File: config.mk
export PLATFORM = sky130hd
export DESIGN_NAME = rx_frame_decoder
export DESIGN_NICKNAME = d
export VERILOG_FILES = /design/src/rtl/rxf_pkg.sv /design/src/rtl/rxf_aligner.sv /design/src/rtl/rxf_rs_check.sv /design/src/rtl/rxf_descrambler.sv /design/src/rtl/rx_frame_decoder.sv
export SDC_FILE = /design/constraint.sdc
export NUM_CORES = 1
export LEC_CHECK = 0
export ABC_AREA = 1
export BUFFER_PORTS_ARGS = -buffer_cell sky130_fd_sc_hd__buf_4
export CAP_MARGIN = 0
export CORE_UTILIZATION = 45
export DETAILED_ROUTE_END_ITERATION = 12
export GPL_ROUTABILITY_DRIVEN = 0
export GPL_TIMING_DRIVEN = 0
export PLACE_DENSITY_LB_ADDON = 0.05
export SYNTH_ARGS = -nofsm -noshare
export SYNTH_HDL_FRONTEND = slang
export SYNTH_HIERARCHICAL = 1
export SYNTH_SLANG_ARGS = --single-unit
File: constraint.sdc
create_clock -name clk -period 5.3 [get_ports clk]
set_input_delay 1.06 -clock clk [delete_from_list [all_inputs] [get_ports clk]]
set_output_delay 1.06 -clock clk [all_outputs]
set_load 0.01 [all_outputs]
File: src/rtl/rxf_pkg.sv
package rxf_pkg;

    localparam int FRAME_W  = 88;
    localparam int HDR_W    = 8;
    localparam int PAY_W    = 64;
    localparam int PAR_W    = 16;
    localparam int CODE_W   = PAY_W + PAR_W;
    localparam int SYM_W    = 4;
    localparam int N_SYM    = CODE_W / SYM_W;
    localparam int N_INTL   = 2;
    localparam int CODE_LEN = N_SYM / N_INTL;
    localparam int TAP_A    = 39;
    localparam int TAP_B    = 58;

    localparam logic [HDR_W-1:0] HDR_DATA = 8'h5A;
    localparam logic [HDR_W-1:0] HDR_IDLE = 8'hA5;

    typedef enum logic [1:0] {
        ST_HUNT,
        ST_VERIFY,
        ST_LOCKED
    } align_st_e;

    typedef struct packed {
        logic [PAY_W-1:0] pay;
        logic [PAR_W-1:0] par;
    } code_word_t;

    typedef struct packed {
        logic [HDR_W-1:0] hdr;
        code_word_t       cw;
    } frame_t;

    // GF(16) product, field polynomial x^4 + x + 1
    function automatic logic [SYM_W-1:0] gf_mul(input logic [SYM_W-1:0] a,
                                                input logic [SYM_W-1:0] b);
        logic [SYM_W-1:0] acc;
        logic [SYM_W-1:0] sh;
        acc = '0;
        sh  = a;
        for (int i = 0; i < SYM_W; i++) begin
            if (b[i]) acc = acc ^ sh;
            sh = {sh[SYM_W-2:0], 1'b0} ^ (sh[SYM_W-1] ? 4'b0011 : 4'b0000);
        end
        return acc;
    endfunction

    function automatic logic [SYM_W-1:0] gf_alpha_pow(input int n);
        logic [SYM_W-1:0] r;
        r = 4'h1;
        for (int i = 0; i < 16; i++) begin
            if (i < n) r = gf_mul(r, 4'h2);
        end
        return r;
    endfunction

endpackage

File: src/rtl/rxf_aligner.sv
module rxf_aligner
    import rxf_pkg::*;
#(
    parameter int LOCK_N = 4,
    parameter int LOSS_N = 8
) (
    input  logic   clk,
    input  logic   rst,
    input  logic   bit_i,
    input  logic   vld_i,
    output frame_t frame_o,
    output logic   chk_o,
    output logic   accept_o,
    output logic   lock_o
);

    localparam int CNT_W  = $clog2(FRAME_W);
    localparam int GOOD_W = $clog2(LOCK_N + 1);
    localparam int MISS_W = $clog2(LOSS_N + 1);
    localparam logic [CNT_W-1:0] CNT_LAST = CNT_W'(FRAME_W - 1);

    logic [FRAME_W-1:0] sr_q, sr_d;
    logic [CNT_W-1:0]   cnt_q, cnt_d;
    logic [GOOD_W-1:0]  good_q, good_d;
    logic [MISS_W-1:0]  miss_q, miss_d;
    align_st_e          st_q, st_d;
    logic               hdr_ok;

    assign sr_d    = {sr_q[FRAME_W-2:0], bit_i};
    assign frame_o = frame_t'(sr_d);
    assign hdr_ok  = (frame_o.hdr == HDR_DATA) || (frame_o.hdr == HDR_IDLE);

    always_comb begin
        st_d   = st_q;
        cnt_d  = cnt_q;
        good_d = good_q;
        miss_d = miss_q;
        chk_o  = 1'b0;
        if (vld_i) begin
            if (cnt_q == CNT_LAST) begin
                chk_o = 1'b1;
                cnt_d = '0;
                unique case (st_q)
                    ST_HUNT: begin
                        if (hdr_ok) begin
                            st_d   = ST_VERIFY;
                            good_d = GOOD_W'(1);
                        end else begin
                            cnt_d = cnt_q;  // test the next bit position
                        end
                    end
                    ST_VERIFY: begin
                        if (hdr_ok) begin
                            if (good_q == GOOD_W'(LOCK_N - 1)) begin
                                st_d   = ST_LOCKED;
                                good_d = '0;
                            end else begin
                                good_d = good_q + GOOD_W'(1);
                            end
                        end else begin
                            st_d   = ST_HUNT;
                            good_d = '0;
                            cnt_d  = cnt_q;
                        end
                    end
                    ST_LOCKED: begin
                        if (hdr_ok) begin
                            miss_d = '0;
                        end else if (miss_q == MISS_W'(LOSS_N - 1)) begin
                            st_d   = ST_HUNT;
                            miss_d = '0;
                            cnt_d  = cnt_q;  // slip by one bit
                        end else begin
                            miss_d = miss_q + MISS_W'(1);
                        end
                    end
                    default: st_d = ST_HUNT;
                endcase
            end else begin
                cnt_d = cnt_q + CNT_W'(1);
            end
        end
    end

    assign accept_o = chk_o && (st_d == ST_LOCKED);
    assign lock_o   = (st_q == ST_LOCKED);

    always_ff @(posedge clk) begin
        if (rst) begin
            sr_q   <= '0;
            cnt_q  <= CNT_LAST;
            good_q <= '0;
            miss_q <= '0;
            st_q   <= ST_HUNT;
        end else begin
            if (vld_i) sr_q <= sr_d;
            cnt_q  <= cnt_d;
            good_q <= good_d;
            miss_q <= miss_d;
            st_q   <= st_d;
        end
    end

    // a cycle without a valid bit leaves the stream untouched
    a_r12_hold_stream: assert property (@(posedge clk) disable iff (rst)
        !vld_i |=> $stable(sr_q));

    // the header error run never reaches the drop threshold while held
    a_r3_miss_bound: assert property (@(posedge clk) disable iff (rst)
        miss_q < MISS_W'(LOSS_N));

    // lock is only entered from confirmation
    a_r2_lock_from_verify: assert property (@(posedge clk) disable iff (rst)
        $rose(lock_o) |-> $past(st_q == ST_VERIFY));

endmodule

File: src/rtl/rxf_rs_check.sv
module rxf_rs_check
    import rxf_pkg::*;
(
    input  code_word_t cw_i,
    input  logic       byp_i,
    output logic       err_o
);

    logic [CODE_W-1:0] flat;
    logic [N_INTL-1:0] bad;

    assign flat = cw_i;

    for (genvar c = 0; c < N_INTL; c++) begin : g_code
        logic [SYM_W-1:0] s0, s1;
        always_comb begin
            s0 = '0;
            s1 = '0;
            for (int i = 0; i < CODE_LEN; i++) begin
                s0 = s0 ^ flat[(i*N_INTL + c)*SYM_W +: SYM_W];
                s1 = s1 ^ gf_mul(flat[(i*N_INTL + c)*SYM_W +: SYM_W], gf_alpha_pow(i));
            end
        end
        assign bad[c] = |{s0, s1};
    end

    assign err_o = !byp_i && (|bad);

endmodule

File: src/rtl/rxf_descrambler.sv
module rxf_descrambler
    import rxf_pkg::*;
(
    input  logic             clk,
    input  logic             rst,
    input  logic [PAY_W-1:0] word_i,
    input  logic             upd_i,
    input  logic             byp_i,
    output logic [PAY_W-1:0] word_o
);

    localparam int HIST_W = TAP_B;

    logic [HIST_W-1:0]       hist_q;
    logic [PAY_W+HIST_W-1:0] ext;
    logic [PAY_W-1:0]        plain;

    // higher index is earlier on the line; hist_q[0] precedes word_i[63]
    assign ext = {hist_q, word_i};

    for (genvar j = 0; j < PAY_W; j++) begin : g_bit
        assign plain[j] = ext[j] ^ ext[j + TAP_A] ^ ext[j + TAP_B];
    end

    assign word_o = byp_i ? word_i : plain;

    always_ff @(posedge clk) begin
        if (rst)        hist_q <= '0;
        else if (upd_i) hist_q <= word_i[HIST_W-1:0];
    end

endmodule

File: src/rtl/rx_frame_decoder.sv
module rx_frame_decoder
    import rxf_pkg::*;
#(
    parameter int LOCK_N = 4,
    parameter int LOSS_N = 8
) (
    input  logic        clk,
    input  logic        rst,
    input  logic        bit_i,
    input  logic        bit_vld_i,
    input  logic        rs_bypass_i,
    input  logic        scr_bypass_i,
    output logic [63:0] data_o,
    output logic        data_stb_o,
    output logic        is_data_o,
    output logic        lock_o,
    output logic        err_o
);

    frame_t           frm;
    logic             chk, accept, rs_err;
    logic [PAY_W-1:0] desc;

    rxf_aligner #(.LOCK_N(LOCK_N), .LOSS_N(LOSS_N)) u_align (
        .clk      (clk),
        .rst      (rst),
        .bit_i    (bit_i),
        .vld_i    (bit_vld_i),
        .frame_o  (frm),
        .chk_o    (chk),
        .accept_o (accept),
        .lock_o   (lock_o)
    );

    rxf_rs_check u_rs (
        .cw_i  (frm.cw),
        .byp_i (rs_bypass_i),
        .err_o (rs_err)
    );

    rxf_descrambler u_dscr (
        .clk    (clk),
        .rst    (rst),
        .word_i (frm.cw.pay),
        .upd_i  (chk),
        .byp_i  (scr_bypass_i),
        .word_o (desc)
    );

    always_ff @(posedge clk) begin
        if (rst) begin
            data_o     <= '0;
            data_stb_o <= 1'b0;
            is_data_o  <= 1'b0;
            err_o      <= 1'b0;
        end else begin
            data_stb_o <= accept;
            if (accept) begin
                data_o    <= desc;
                is_data_o <= (frm.hdr == HDR_DATA);
                err_o     <= rs_err;
            end
        end
    end

    // a word is only presented while locked
    a_r5_stb_locked: assert property (@(posedge clk) disable iff (rst)
        data_stb_o |-> lock_o);

    // strobes are single cycles
    a_r5_stb_single: assert property (@(posedge clk) disable iff (rst)
        data_stb_o |=> !data_stb_o);

    // the frame completing lock is output
    a_r2_lock_emits: assert property (@(posedge clk) disable iff (rst)
        $rose(lock_o) |-> data_stb_o);

    // a bypassed check never raises the error flag
    a_r10_bypass_clean: assert property (@(posedge clk) disable iff (rst)
        (data_stb_o && $past(rs_bypass_i)) |-> !err_o);

endmodule

* After elaboration in Yosys (flattened, before gate mapping) *
Cells that the tools add are included.
W data, S select, Z words.

word-level totals
  register bits after elaboration = 228
  output and inout port bits = 68
  logic and storage cells = 315
  input bits = 6

cells by class
  reductions and logical operators = 11
  equality and inequality tests = 11
  bitwise gates (word level) = 218
  add/sub/neg operators = 3
  mux-type cells = 62

operators with widths
  operator               number
  $xor A4 B4 Y4          64
  $xor A1 B1 Y1          128
  $xor A4 B2 Y4          26
  $mux W2                47
  $mux W64               1
  $mux W7                4
  $reduce_or A16 Y1      1
  $pmux W7 S2            1
  $mux W3                3
  $eq A8 B7 Y1 const B   1
  $eq A8 B8 Y1 const B   1
  $mux W4                2
  $add A7 B1 Y7 const B  1
  $eq A7 B7 Y1 const B   1
  $pmux W2 S3            1
  $pmux W3 S2            1
  $reduce_and A3 Y1      2
  $add A4 B1 Y4 const B  1
  $eq A2 B2 Y1 const B   2
  $eq A4 B3 Y1 const B   1
  $ne A4 B3 Y1 const B   1
  $reduce_and A4 Y1      1
  $add A3 B1 Y3 const B  1
  $eq A3 B2 Y1 const B   1
  10 further kinds       12

* Depth between registers and ports, before layout *
Gate-level depths: netlist of run 1.

  depth after elaboration = 15
  gate-level depth with buffers = 20
  depth with buffers taken out = 19

* Modules after synthesis *
Netlist of run 1, hierarchy kept.

modules (own cells, without submodules)
  module            times used  cells an instance  sequential area each (µm²)  area each (µm²)
  rxf_descrambler   1           714                1161.1                      4374.2
  rxf_aligner       1           524                2062.0                      3942.5
  rxf_rs_check      1           798                0.0                         3696.0
  rx_frame_decoder  1           299                1341.3                      2469.9

* Worst setup path before layout of run 1 *
OpenSTA, ideal clock, no wires.

  path kind = input to register
  start point = input port bit_vld_i
  end point = register data_o[23]
  buffers on the path = 4
  data required time = 5184 ps
  cell stages on the path = 12
  arrival = 2295 ps
  slack = 2889 ps
  cells stage by stage = buf_2 nand2_4 inv_2 nand2_1 a21oi_1 nor2_1 buf_6 inv_4 buf_6 buf_8 nor2_2 nor2_1

RTL lines
  item                  line                    text
  start, declared       rx_frame_decoder.sv:10  input logic bit_vld_i,
  $mux W1               rxf_aligner.sv:39       if (vld_i) begin
  via chk               rx_frame_decoder.sv:21  logic chk, accept, rs_err;
  $logic_and A1 B1 Y1   rxf_aligner.sv:85       assign accept_o = chk_o && (st_d == ST_LOCKED);
  via accept            rx_frame_decoder.sv:21
  end signal, assigned  rx_frame_decoder.sv:59  data_o <= desc;
  end, declared         rx_frame_decoder.sv:13  output logic [63:0] data_o,

The timed path passes the listed nets, and every way through them passes these cells.
A chain may end at the register's enable or synchronous reset.

* Worst setup path in the final report of run 1 *
  start point = register u_align.cnt_q[0]
  end point = register data_o[23]

RTL lines
  item                    line                    text
  start, declared         rxf_aligner.sv:23       logic [CNT_W-1:0] cnt_q, cnt_d;
  start signal, assigned  rxf_aligner.sv:97       cnt_q <= cnt_d;
  $eq A7 B7 Y1            rxf_aligner.sv:40       if (cnt_q == CNT_LAST) begin
  $mux W1                 rxf_aligner.sv:40
  $mux W1                 rxf_aligner.sv:39
  via chk                 rx_frame_decoder.sv:21
  $logic_and A1 B1 Y1     rxf_aligner.sv:85
  via accept              rx_frame_decoder.sv:21

The timed path passes the listed nets, and every way through them passes these cells.

==> results.yml, run 1 <==
timing:
  slew_headroom: 0.4316
  tns_ns: 0
  finalSetupViolCount: 0
  finalHoldViolations: 0
  clock_skew_ns: 0.01330
  tightest_slew_ns: 0.8514
  max_freq_mhz: 347.5
  period_needed_ns: 2.878
  rsz0062_at_grt: "no"
  timing.final.crit_share: 0.5429
  drv_slew: 0
floorplan:
  die_w_um: 181.4
  die_area_sq_um: 32910
  core_area_sq_um: 31640
  die_y_um: 181.4
  row_count: 65
  start_util: 0.4578
  ioPinCount: 74
setup_path:
  crit_slowest_cell: "nor2_1"
  endpoint_kind: "register"
  cp_data_required_time_ns: 5.73
  reg2reg_depth: 13
  slowest_delay_ns: 0.59
  r2r_setup_slack_ns: 2.42
  critical-path-top-delay-family: "simple AND/OR/NAND/NOR gates"
  cp.arrival_ns: 3.30
  regToRegEndpoint: "data_o[23]"
  r2r-start: "u_align/cnt_q[0]"
  crit_chain: "ha_1 -> nand3_1 -> nor2_4 -> nand2_4 -> inv_2 -> nand2_1 -> nor2_1 -> buf_6 -> inv_4 -> buf_6 -> buf_8 -> nor2_2 -> nor2_1"
  cp-start-kind: "register"
  crit_buf_inv: 5
  path_max_fanout: 10
  crit_type: "reg -> reg"
layout:
  register_area_sq_um: 4564
  area_growth_pct: 13.04
  nets: 2444
  multiInputGateArea_sq_um: 8287
  fillCellCount: 3241
  fin_area_sq_um: 16370
  drive_gt1_frac: 0.1138
  antenna_cells: 0
  fin_cells: 2854
synth:
  avgSynthCellArea_sq_um: 6.202
  yosysWarnings: 6
  syn_inst: 2335
  synth_top_family_by_area: "simple AND/OR/NAND/NOR gates"
  synth_xor_xnor_area_share: 0.06220
  yosys-mux-area-fraction: 0
  synth-simple-area-share: 0.3997
  syn-num-nets: 2344
  synth_compound_area_frac: 0.1077
  synth_area_sq_um: 14480
  synth_cell_types: 33
  synthAdderAreaFrac: 0.002592
  synth_seq_area_share: 0.3152
  synth-seq-cells: 228
hold_path:
  hold_depth: 2
  min_from: "u_align/good_q[2]"
  holdPathEnd: "u_align/good_q[2]"
  hold_path.class: "reg -> reg"
clock_tree:
  cts_inserted_buffers: 26
  cts.clk_slew.worst_paths_ns: 0.06
  clock_latency_ns: 0.54
  htreeDepth: 1
  postCtsSetupBuffers: 0
  cts_resized: 0
  hold_buffers: 0
  cts.sinks: 228
  clk_path_buf_depth: 3
  cts-root-buf: "clkbuf_16"
  cts_tree: "built"
grt:
  grt_pass1_vias: 13520
  grt_pass1_wl_mm: 77.11
  grt_use_total: 0.3048
  globalRoute.totalOverflow: 0
  antenna_found_initial: 1
  grt_max_degree: 14
power:
  ir_worst_vdd_mv: 0.2597
  p_leak_uw: 0.008059
  p_per_area_nw_per_um2: 482.0
drt:
  drtPass1Iterations: 5
  post_drt_wl_per_cell_um: 17.76
  drt_wl_total_mm: 50.70
  drcViolationCount: 0
  num_vias: 15120
  final_antenna_net_count: 0
  via_per_inst: 5.299
  drt_iter0_markers: 1564
placed_design:
  io_buffers: 72
  hpwl_mm: 39.27
  dpl-instance-area_sq_um: 15530
  dp.cells: 2809
status:
  status: "finished clean"
job:
  max-cap-violations: 0
==> layer usage <==
layer	GRT usage	wire (um)
met5	0.002963	13
met4	0.1200	2103
met3	0.06197	4542
met2	0.4691	21530
met1	0.4161	22500
==> worst max-delay path by stage <==
stage | from | to | slack [ns] | cells after the start
after floorplan | bit_vld_i | data_o[23] | 2.89 | 12
after global routing | u_align/cnt_q[0] | data_o[23] | 2.28 | 13
final | u_align/cnt_q[0] | data_o[23] | 2.42 | 13
after detailed placement | bit_vld_i | data_o[23] | 2.19 | 11
after global placement | bit_vld_i | data_o[23] | 2.19 | 11
after CTS | u_align/cnt_q[0] | data_o[23] | 2.52 | 13
==> worst register-to-register path: cells and delay by family, from the launching register on <==
family	cells	cell delay, ns
buf+inv	5	0.79
flops	1	0.37
fa+ha+maj	1	0.24
simple gates	7	1.37
==> area by class of cell <==
type	count	share of cell area
clock inverter	5	0.003057
inverter	271	0.06229
clock buffer	40	0.04853
timing repair buffer	72	0.03302
buffer	103	0.03737
tap	402	0.03072
multi-input combinational	1733	0.5062
sequential	228	0.2788
==> cells in the mapped netlist, drive strengths merged <==
library cell | number | area (sq um)
a211oi | 58 | 635.6
xnor2 | 50 | 445.4
nand3b | 10 | 75.07
nand3 | 164 | 825.8
dfxtp | 228 | 4564
clkbuf | 39 | 151.4
ha | 3 | 37.54
buf | 64 | 460.5
nor2 | 398 | 1617
nand2 | 740 | 2793
nand4 | 70 | 452.9
xor2 | 52 | 455.4
inv | 271 | 1020
a21oi | 18 | 90.09
or2 | 3 | 18.77
o21ai | 166 | 834.6
nand2b | 1 | 6.260
==> registers in the layout (all words and copies together), names as in the netlist <==
| signal | flops |
|---|---|
| u_dscr/hist_q | 58 |
| u_align/cnt_q | 7 |
| err_o | 1 |
| data_o | 64 |
| u_align/miss_q | 4 |
| u_align/good_q | 3 |
| data_stb_o | 1 |
| u_align/sr_q | 87 |
| u_align/st_q | 2 |
| is_data_o | 1 |
==> cell usage in the layout, fill, tap and decap left out, types with 2 or more instances in the layout <==
cell type	count
nand2_4	2
clkbuf_8	7
clkbuf_2	4
nand2_1	738
inv_2	8
buf_4	87
nor2_4	3
a211oi_2	40
nand3b_1	10
a211oi_1	18
o21ai_1	14
o21ai_0	151
buf_2	35
a21oi_1	18
dfxtp_1	228
ha_1	3
nand3_1	163
clkbuf_16	27
inv_1	262
xor2_1	52
or2_2	2
nand4_1	69
xnor2_1	49
buf_6	10
nor2_2	40
nor2_1	355
clkbuf_1	41
clkinv_2	4
buf_8	4
==> through the flow <==
step	utilization	setup slack, ns	power (uW)	hold slack (ns)
finish	0.5175	2.422	7890	0.4725
global route	0.5175	2.276	8392	0.4927
CTS	0.5175	2.518	7854	0.4729
detailed placement	0.4908	2.190	6040	0.4643
global placement	0.4908	2.188	5971	0.4574
floorplan	-	2.889	4862	0.4371
==> cell families (layout without fill, tap and decap cells) <==
| logic type | after synthesis | in the layout |
|---|---|---|
| xor+xnor | 102 | 102 |
| simple gates | 1386 | 1386 |
| fa+ha+maj | 3 | 3 |
| compound gates | 242 | 242 |
| flops | 228 | 228 |
| buf+inv | 374 | 491 |
==> power breakdown <==
group	internal [uW]	total (uW)	switching, uW
registers	2200	2730	533
clock network	1070	1800	726
logic	1250	3360	2110
No activity file was read; power rests on OpenSTA's default activity.
==> run 2, diff against run 1 <==
- clock period: 5.3 -> 2.7 ns (I/O delays scaled with it)
==> results.yml, run 2 (synthesis results as in run 1) <==
setup_path:
  endpoint_kind: "register"
  crit_slowest_cell: "dfxtp_1"
  cp.arrival_ns: 2.93
  crit_type: "reg -> reg"
  path_common_cell: "nor2_1"
  startpoint: "u_align/sr_q[63]"
  r2r-start: "u_align/sr_q[63]"
  reg2reg_depth: 12
  path_depth: 12
  cp-start-kind: "register"
  crit_buf_inv: 1
  critical-path-top-delay-family: "simple AND/OR/NAND/NOR gates"
  crit_chain: "xnor2_2 -> xor2_1 -> xor2_1 -> inv_1 -> nand2_1 -> nand2_1 -> nor2_1 -> nand3_1 -> nor2_2 -> nor2_1 -> nor2_1 -> nor2_1"
  slowest_delay_ns: 0.85
  path_max_fanout: 9
  cp_data_required_time_ns: 3.12
layout:
  regMostFlops: "u_align/sr_q"
  final_common_cell: "nand2_1"
  largest_reg_flops: 87
  reg_top3: "u_align/sr_q: 87 flops, data_o: 64 flops, u_dscr/hist_q: 58 flops"
  nets: 2447
  fin_area_sq_um: 16440
  final_cell_mix: "nand2_1, nor2_1, inv_1, dfxtp_1, nand3_1"
  post-route-util: 0.5196
  antenna_cells: 0
  drive_gt1_frac: 0.1267
  area_growth_pct: 13.51
drt:
  post_drt_wl_per_cell_um: 17.79
  drtPass1Iterations: 8
  via_per_inst: 5.318
  drt_wl_total_mm: 50.82
  final_antenna_net_count: 0
  drcViolationCount: 0
  num_vias: 15190
  drt_iter0_markers: 1511
clock_tree:
  clock_latency_ns: 0.54
  cts_tree: "built"
  cts-root-buf: "clkbuf_16"
  cts_inserted_buffers: 26
  htreeDepth: 1
  clk_path_buf_depth: 3
  cts.clk_slew.worst_paths_ns: 0.06
  cts.sinks: 228
status:
  status: "finished clean"
placed_design:
  hpwl_mm: 39.27
  io_buffers: 72
  dpl-instance-area_sq_um: 15530
power:
  ir_worst_vdd_mv: 0.5036
  p_per_area_nw_per_um2: 947.5
  p_leak_uw: 0.008086
  total_power_uw: 15580
hold_path:
  min_from: "bit_i"
  hold_depth: 3
  hold_path.class: "in -> reg"
floorplan:
  die_y_um: 181.4
  start_util: 0.4578
  core_area_sq_um: 31640
  die_area_sq_um: 32910
  row_count: 65
  die_w_um: 181.4
  ioPinCount: 74
timing:
  clock_skew_ns: 0.01352
  rsz0062_at_grt: "no"
  period_needed_ns: 2.506
  finalHoldViolations: 0
  slew_headroom: 0.4623
  max_freq_mhz: 399.1
  finalSetupViolCount: 0
  drv_slew: 0
  timing.final.crit_share: 0.9281
  tightest_slew_ns: 0.8054
grt:
  grt_use_total: 0.3048
  antenna_found_initial: 1
  grt_pass1_vias: 13520
  grt_max_degree: 14
  globalRoute.totalOverflow: 0
  grt_pass1_wl_mm: 77.11
job:
  max-cap-violations: 0
-- run 2: cell count changes in the layout (fill, tap and decap cells not counted), sizes merged --
cell and delta:
buf +3
-- run 2: worst min-delay path, cell delays in order --
cell	delay [ns]
buf_4	0.09
nor2_1	0.04
nor2_1	0.09
-- run 2: routing by layer --
layer  GRT usage  wire, um
met2      0.4691     21690
met4      0.1200      2107
met1      0.4161     22470
met5    0.002963        13
met3     0.06197      4537
-- run 2: final cells by class --
class                           count  area, sq um
Fill cell                        3232        15200
Multi-Input combinational cell   1733         8300
Sequential cell                   228         4596
Inverter                          271         1020
Clock buffer                       40        794.5
Buffer                            103        613.1
Timing Repair Buffer               75        563.0
Tap cell                          402        503.0
Clock inverter                      5        50.05
-- run 2: path summary, 6_finish.rpt --
check	to	slack [ns]
max reg2reg	err_o	0.19
min	u_align/sr_q[0]	0.25
min reg2reg	u_align/good_q[1]	0.47
max	err_o	0.19
-- run 2: report_power, final --
part / internal, uW / switching [uW]
clock network: 2100 / 1420
registers: 4330 / 1040
logic: 2520 / 4160
-- run 2: what timing repair did --
item | 4_1_cts | 5_1_grt
setup buffers | 0 | 3
hold buffers | 0 | 0
pin swaps | 0 | 1
endpoints found under the setup margin | 41 | 41
gates resized for setup | 3 | 28
-- run 2: per-stage QoR --
step                      hold WS [ns]  instances  setup TNS, ns  setup slack (ns)
after global placement          0.4574       2809       -0.02505          -0.02505
after global routing            0.2760       2857              0          0.002442
after floorplan                 0.4371       2335              0            0.7352
after detailed placement        0.4643       2809        -0.1452          -0.03899
final                           0.2542       2857              0            0.1942
after CTS                       0.2359       2854              0           0.02573
==> run 3, diff against run 2 <==
- CELL_PAD_IN_SITES_DETAIL_PLACEMENT: not set -> 1
- CELL_PAD_IN_SITES_GLOBAL_PLACEMENT: not set -> 2
- CORE_UTILIZATION: 45 -> 34
==> results.yml, run 3 (synthesis results as in run 1) <==
drt:
  num_vias: 15270
  drt_wl_total_mm: 59.88
  drcViolationCount: 0
  final_antenna_net_count: 0
  drtPass1Iterations: 5
  via_per_inst: 5.079
  post_drt_wl_per_cell_um: 19.91
  drt_iter0_markers: 951
grt:
  grt_use_total: 0.2746
  grt_pass1_wl_mm: 90.99
  globalRoute.totalOverflow: 0
  grt_max_degree: 14
  grt_pass1_vias: 14880
  antenna_found_initial: 0
setup_path:
  crit_type: "reg -> reg"
  slowest_delay_ns: 0.67
  startpoint: "u_align/sr_q[77]"
  cp_data_required_time_ns: 3.14
  path_max_fanout: 10
  cp-start-kind: "register"
  cp.arrival_ns: 2.95
  r2r_setup_slack_ns: 0.19
  regToRegEndpoint: "err_o"
  crit_slowest_cell: "dfxtp_1"
  r2r-start: "u_align/sr_q[77]"
  crit_chain: "inv_1 -> nand2_1 -> nand2_1 -> nand2_1 -> nand3_1 -> nand2_1 -> nand2_1 -> nand2_1 -> nand3_1 -> nand2_1 -> nand2_1 -> nor2_1 -> nand3_1 -> nor2_1 -> nor2_1 -> nor2_1 -> nor2_1"
  crit_path_end: "err_o"
  reg2reg_depth: 17
  path_common_cell: "nand2_1"
  endpoint_kind: "register"
hold_path:
  min_from: "bit_i"
  hold_path.class: "in -> reg"
job:
  max-cap-violations: 0
floorplan:
  ioPinCount: 74
  start_util: 0.3453
  row_count: 75
  die_w_um: 208.4
  die_area_sq_um: 43420
  die_y_um: 208.4
  core_area_sq_um: 41950
power:
  p_per_area_nw_per_um2: 980.9
  p_leak_uw: 0.008157
  ir_worst_vdd_mv: 0.5243
placed_design:
  io_buffers: 72
  hpwl_mm: 47.55
  dpl_worst_slack_ns: -0.3246
timing:
  tightest_slew_ns: 0.9000
  finalHoldViolations: 0
  slew_headroom: 0.3992
  rsz0062_at_grt: "no"
  finalSetupViolCount: 0
  drv_slew: 0
  timing.final.crit_share: 0.9304
  clock_skew_ns: 0.02621
  whs_ns: 0.2309
  max_freq_mhz: 398.1
  setup_ws_ns: 0.1878
  period_needed_ns: 2.512
layout:
  nets: 2453
  largest_reg_flops: 87
  final_common_cell: "nand2_1"
  reg_top3: "u_align/sr_q: 87 flops, data_o: 64 flops, u_dscr/hist_q: 58 flops"
  drive_gt1_frac: 0.1277
  area_growth_pct: 15.90
  regMostFlops: "u_align/sr_q"
  final_cell_mix: "nand2_1, nor2_1, inv_1, dfxtp_1, nand3_1"
clock_tree:
  cts_inserted_buffers: 28
  cts.clk_slew.worst_paths_ns: 0.06
  clock_latency_ns: 0.57
  cts.sinks: 228
  cts-root-buf: "clkbuf_16"
  clk_path_buf_depth: 3
  hold_buffers: 0
  cts_tree: "built"
  htreeDepth: 1
status:
  status: "finished clean"
==> run 3: changes by cell type in the layout (fill, tap and decap cells not counted), moves of 2 or more <==
cell | previous run | this run
clkinvlp_4 | 0 | 6
buf_4 | 90 | 94
dfxtp_2 | 25 | 14
inv_6 | 0 | 2
clkbuf_1 | 40 | 36
diode_2 | 0 | 2
clkbuf_16 | 27 | 29
dfxtp_1 | 203 | 213
clkbuf_8 | 7 | 4
bufinv_16 | 1 | 4
==> run 3: what timing repair did <==
action / CTS / global route
setup buffers: 0 / 7
endpoints found under the setup margin: 67 / 41
resized for setup: 3 / 18
pin swaps: 0 / 2
==> run 3: final cells by class <==
class	count	area, sq um
Clock inverter	17	207.7
Clock buffer	35	788.3
Sequential cell	228	4586
Buffer	103	613.1
Antenna cell	2	5.005
Inverter	271	1020
Timing Repair Buffer	79	593.1
Multi-Input combinational cell	1733	8298
Tap cell	539	674.4
Fill cell	5585	25160
==> run 3: worst min-delay path by stage <==
stage,end,slack [ns],depth (start not counted)
after global placement,u_align/good_q[1],0.46,2
after CTS,u_align/sr_q[0],0.21,3
after global routing,u_align/sr_q[0],0.24,3
after detailed placement,u_align/good_q[2],0.47,2
after floorplan,u_align/good_q[1],0.44,2
final,u_align/sr_q[0],0.23,3
==> run 3: layer usage <==
layer / part of all wire / vias to the layer above / GRT usage / routed length, um
li1: - / 7549 / - / -
met1: 0.48 / 7363 / 0.3864 / 28740
met2: 0.45 / 306 / 0.4490 / 27020
met3: 0.049 / 56 / 0.03049 / 2918
met4: 0.020 / 0 / 0.05926 / 1201
met5: 0 / - / 0 / 0
==> run 3: critical path: cells and delay by family, from the launching register on <==
kind                   cells  cell delay [ns]
DFF                        1             0.67
buffers and inverters      1             0.19
and+or+nand+nor           16             1.55
==> run 3: per-stage QoR <==
step	setup TNS [ns]	power, uW	util	std cells	area (sq um)
5_1_grt	0	17540	0.4000	3005	16780
4_1_cts	0	16390	0.3982	2998	16700
3_3_place_gp	-11.23	12020	0.3742	2946	15700
2_1_floorplan	0	9544	-	2335	14480
3_5_place_dp	-12.26	12220	0.3742	2946	15700
6_report	0	16460	0.4001	3007	16780
==> run 3: power breakdown <==
| group | switching (uW) | total, uW | internal (uW) |
|---|---|---|---|
| Combinational | 4360 | 6930 | 2570 |
| Clock | 1630 | 4080 | 2460 |
| Sequential | 1120 | 5450 | 4320 |
